File: src/rtl/pdb_pkg.sv
package pdb_pkg;
  localparam int TMR_W = 8;
  localparam int SUB_W = 2;
  localparam int TB_W  = TMR_W + SUB_W;

  typedef enum logic [1:0] {
    PS_DIV1  = 2'b00,
    PS_DIV4  = 2'b01,
    PS_DIV16 = 2'b10
  } ps_sel_e;

  // terminal count of the prescale counter for a selection (ratio - 1)
  function automatic logic [3:0] ps_last(input logic [1:0] sel);
    case (sel)
      PS_DIV1: ps_last = 4'd0;
      PS_DIV4: ps_last = 4'd3;
      default: ps_last = 4'd15;
    endcase
  endfunction
endpackage

File: src/rtl/pdb_timebase.sv
module pdb_timebase
  import pdb_pkg::*;
#(
  parameter int TW  = TMR_W,
  parameter int SW  = SUB_W,
  parameter int PSW = 4,
  localparam int BW = TW + SW
) (
  input  logic          clk,
  input  logic          rst,
  input  logic          run_en,
  input  logic [TW-1:0] period_val,
  input  logic [1:0]    pre_sel,
  output logic [BW-1:0] tb,
  output logic          tick,
  output logic          wrap,
  output logic          start
);
  logic          started;
  logic [PSW-1:0] pc;
  logic [SW-1:0]  sub;
  logic [TW-1:0]  tmr;
  logic [PSW-1:0] lim;

  assign lim   = PSW'(ps_last(pre_sel));
  assign start = run_en && !started;
  assign tick  = run_en && started && (pc >= lim);
  assign wrap  = tick && (&sub) && (tmr >= period_val);
  assign tb    = {tmr, sub};

  always_ff @(posedge clk) begin
    if (rst) begin
      started <= 1'b0;
      pc      <= '0;
      sub     <= '0;
      tmr     <= '0;
    end else if (start) begin
      started <= 1'b1;
    end else if (run_en && started) begin
      if (tick) begin
        pc  <= '0;
        sub <= sub + 1'b1;
        if (&sub) tmr <= wrap ? '0 : tmr + 1'b1;
      end else begin
        pc <= pc + 1'b1;
      end
    end
  end


  wrap_zero_chk: assert property (@(posedge clk) disable iff (rst)
    wrap |=> (tb == '0));


  freeze_tb_chk: assert property (@(posedge clk) disable iff (rst)
    (started && !run_en) |=> $stable(tb));


  ps_bound_chk: assert property (@(posedge clk) disable iff (rst)
    tick |=> (pc == '0));
endmodule

File: src/rtl/pdb_duty_buf.sv
module pdb_duty_buf #(
  parameter int DW = pdb_pkg::TB_W
) (
  input  logic          clk,
  input  logic          rst,
  input  logic          load,
  input  logic [DW-1:0] duty_in,
  output logic [DW-1:0] shadow
);
  always_ff @(posedge clk) begin
    if (rst)       shadow <= '0;
    else if (load) shadow <= duty_in;
  end


  shadow_hold_chk: assert property (@(posedge clk) disable iff (rst)
    !load |=> $stable(shadow));
endmodule

File: src/rtl/pdb_out.sv
module pdb_out #(
  parameter int DW = pdb_pkg::TB_W
) (
  input  logic          clk,
  input  logic          rst,
  input  logic          load,
  input  logic          tick,
  input  logic [DW-1:0] duty_in,
  input  logic [DW-1:0] shadow,
  input  logic [DW-1:0] tb,
  output logic          pwm
);
  logic [DW:0] tb_next;

  assign tb_next = {1'b0, tb} + 1'b1;

  always_ff @(posedge clk) begin
    if (rst)
      pwm <= 1'b0;
    else if (load)
      pwm <= |duty_in;
    else if (tick && (tb_next == {1'b0, shadow}))
      pwm <= 1'b0;
  end


  zero_duty_chk: assert property (@(posedge clk) disable iff (rst)
    (load && (duty_in == '0)) |=> !pwm);


  set_on_load_chk: assert property (@(posedge clk) disable iff (rst)
    (load && (duty_in != '0)) |=> pwm);


  rise_src_chk: assert property (@(posedge clk) disable iff (rst)
    $rose(pwm) |-> $past(load));
endmodule

File: src/rtl/pdb_pwm.sv
module pdb_pwm
  import pdb_pkg::*;
#(
  parameter int TW = TMR_W,
  parameter int SW = SUB_W,
  localparam int DW = TW + SW
) (
  input  logic          clk,
  input  logic          rst,
  input  logic          run_en,
  input  logic [TW-1:0] period_val,
  input  logic [TW-1:0] duty_hi,
  input  logic [SW-1:0] duty_lo,
  input  logic [1:0]    pre_sel,
  output logic          pwm_out
);
  logic [DW-1:0] tb;
  logic [DW-1:0] shadow;
  logic [DW-1:0] duty_in;
  logic tick, wrap, start, load;

  assign duty_in = {duty_hi, duty_lo};
  assign load    = start | wrap;

  pdb_timebase #(.TW(TW), .SW(SW), .PSW(4)) u_tb (
    .clk(clk), .rst(rst), .run_en(run_en), .period_val(period_val),
    .pre_sel(pre_sel), .tb(tb), .tick(tick), .wrap(wrap), .start(start)
  );

  pdb_duty_buf #(.DW(DW)) u_buf (
    .clk(clk), .rst(rst), .load(load), .duty_in(duty_in), .shadow(shadow)
  );

  pdb_out #(.DW(DW)) u_out (
    .clk(clk), .rst(rst), .load(load), .tick(tick), .duty_in(duty_in),
    .shadow(shadow), .tb(tb), .pwm(pwm_out)
  );


  idle_low_chk: assert property (@(posedge clk) disable iff (rst)
    (!run_en && !pwm_out) |=> !pwm_out);
endmodule

File: config.mk
export PLATFORM = sky130hd
export DESIGN_NAME = pdb_pwm
export DESIGN_NICKNAME = d
export VERILOG_FILES = /design/src/rtl/pdb_pkg.sv /design/src/rtl/pdb_timebase.sv /design/src/rtl/pdb_duty_buf.sv /design/src/rtl/pdb_out.sv /design/src/rtl/pdb_pwm.sv
export SDC_FILE = /design/constraint.sdc
export NUM_CORES = 1
export LEC_CHECK = 0
export BUFFER_PORTS_ARGS = -buffer_cell sky130_fd_sc_hd__clkbuf_2
export CAP_MARGIN = 5
export CORE_UTILIZATION = 30
export DETAILED_ROUTE_END_ITERATION = 6
export GPL_TIMING_DRIVEN = 1
export PLACE_DENSITY = 0.54
export RECOVER_POWER = 100
export SLEW_MARGIN = 0
export SYNTH_ARGS = -nofsm -noshare
export SYNTH_HDL_FRONTEND = slang
export SYNTH_SLANG_ARGS = --single-unit
File: constraint.sdc
create_clock -name clk -period 2.3 [get_ports clk]
set_clock_uncertainty 0.1 [all_clocks]
set_input_delay 0.23 -clock clk [delete_from_list [all_inputs] [get_ports clk]]
set_output_delay 0.23 -clock clk [all_outputs]
set_load 0.01 [all_outputs]
==> results.cfg <==
[status]
status = finished clean

[timing]
rsz0062_at_grt = no
tightest_slew_ns = 0.619
tns_ns = 0
hold_viol_final = 0
slew-limit-headroom_pct = 58.5
fin_ws_ns = 0.211
max_freq_mhz = 479
fin_crit_ns = 2.09
setup_violations = 0
period_share_pct = 90.8
slew_violations = 0

[synth]
post_synth_num_cell_types = 43
synthMuxAreaShare_pct = 8.08
synth_common_cells = 34 x nor2_1, 26 x dfxtp_1, 16 x inv_1
yosys_warnings = 0
syn-instance-count = 196
synth_xor_area_share_pct = 10.1
synth-adder-area-share_pct = 10.8
synth-async-reset-ratio_pct = 0
synthSimpleGateAreaFrac_pct = 20.6
synth_seq_cells = 26
synth_top_area_share_pct = 30.0
synth_top_family_by_area = simple AND/OR/NAND/NOR gates
avgSynthCellArea_um2 = 8.85
synth.most_common_cell = nor2_1
seq_area_frac_synth_pct = 30.0
synth-main-ff-cell = dfxtp_1
synthesis.nets = 234
synth_top_cell_by_area = dfxtp_1
synthTopCellsByArea = dfxtp_1 30%, ha_1 11%, mux2i_1 8.1%
synth-edff-count = 0
synth_compound_area_share_pct = 14.0
syn-cell-area_mm2 = 0.00173

[grt]
gr-total-overflow = 0
antenna_found_initial = 0
grt_pass1_vias = 1369
grt_pass1_wl_mm = 5.97
track_usage_pct = 12.1
grt_max_degree = 18

[routing]
routed.top_layer = met4
wl_met3_um = 107
drt_iter0_drc = 79
vias_per_cell = 4.65
drt-total-wl_mm = 3.31
drc = 0
routedWlPerCell_um = 11.2
wl_met2_mm = 1.60
ant_nets = 0
first_pass_iters = 4
vias = 1380
met1_length_mm = 1.59

[critical_path]
r2r_start = u_tb.tmr[6]
critPathMaxFanout = 12
critPathArrivalTime_ns = 2.20
crit_path_start = u_tb.tmr[6]
start_kind = flop
end_kind = flop
worstPathRequired_ns = 2.42
regToRegSetupSlack_ns = 0.21
crit_type = reg -> reg

[clocking]
cts_setup_buffers = 0
cts_buffers = 3
clock-sinks = 26
clk_latency_ns = 0.28
clkTransAtPathRegs_ns = 0.09
cts_tree = built
cts_hold_buf = 0
cts_resized = 0
clk_path_buf_depth = 2
h-tree-depth = 1
ctsRootBufferMaster = clkbuf_8

[cells_and_area]
multi_input_area_mm2 = 0.00109
synthToLayoutAreaGrowth_pct = 16.2
antenna_cells = 0
fillCellCount = 586
drive_gt1_share_pct = 18.7
regArea_um2 = 520
fin_nets = 264
final_cells = 297
post-route-util_pct = 36.4

[power]
leakage_nw = 0.887
powerDensity_mw_per_mm2 = 472
ir_drop_uv = 466

[place]
hpwl_mm = 2.71
io_buffers = 23
dp_cells = 293
place_ws_ns = 0.139
place_congestion = 0.794

[run]
cap_violations = 0

[floorplan]
die-area_mm2 = 0.00609
top_level_ports = 24
initial_core_util_pct = 31.3
rows = 27
die_h_um = 78.0
die_x_um = 78.0
core-area_mm2 = 0.00554

[worst_hold_path]
hp-start = run_en
worstHoldPathType = in -> reg
## where the power goes
group / leakage, nW / internal, mW / switching (mW)
registers: 0.211 / 0.461 / 0.00863
clock network: 0.0357 / 0.233 / 0.145
logic: 0.641 / 0.0517 / 0.0529
## path summary, 6_finish.rpt
check	to	depth (start not counted)
max	u_out.pwm	8
min	u_tb.started	3
max reg2reg	u_out.pwm	8
min reg2reg	u_out.pwm	2
## layout by cell type (no fill, tap or decap), types with 3 or more instances in the layout
master,count
mux2i_1,14
clkbuf_2,22
nand4_1,3
dfxtp_1,26
nand2_1,10
ha_1,15
nor2_1,34
nand2b_1,4
a21oi_1,5
clkbuf_8,3
nor4_1,6
xor2_1,7
inv_1,16
buf_4,6
xnor2_1,13
nand3_1,7
## registers in the layout, summed over array words and instances, names as in the netlist
signal        cells
u_buf.shadow     10
u_tb.tmr          8
u_tb.pc           4
u_tb.sub          2
u_out.pwm         1
u_tb.started      1
## metrics by stage
step / cell area, um2 / hold WS, ns / power, mW
floorplan: 1730 / 0.246 / 0.553
global placement: 1960 / 0.357 / 0.587
detailed placement: 1960 / 0.364 / 0.588
CTS: 2030 / 0.0853 / 0.973
global route: 2020 / 0.104 / 1.01
finish: 2020 / 0.0918 / 0.952
## worst max-delay path, cell delays in order, from the launching register on
cell and delay [ns]:
dfxtp_1 0.47, ha_1 0.30, a21o_1 0.18, a21o_1 0.20, nand2b_1 0.19, a2bb2oi_4 0.16, buf_12 0.16, a41o_1 0.17
a21oi_1 0.10
## routing by layer
metal | track usage, % | vias to the layer above
li1 | - | 735
met1 | 15.2 | 627
met2 | 21.5 | 14
met3 | 3.02 | 4
met4 | 1.67 | 0
met5 | 0 | -
## cell type report
cell class	count	area share (%)
clock inverters	1	1.49
flip-flops and latches	26	25.8
well taps	72	4.47
multi-input cells	148	54.1
repair buffers	31	9.06
clock buffers	3	2.05
inverters	16	2.98
## logic make-up (layout without fill, tap and decap cells)
logic type               count (synthesis)  in the layout
AO/OA/AOI/OAI                           25             25
XOR/XNOR                                20             20
adder cells (fa/ha/maj)                 15             15
buffers and inverters                   22             51
flip-flops                              26             26
multiplexers                            14             14
AND/OR/NAND/NOR                         74             74
No activity file was read; power rests on OpenSTA's default activity.
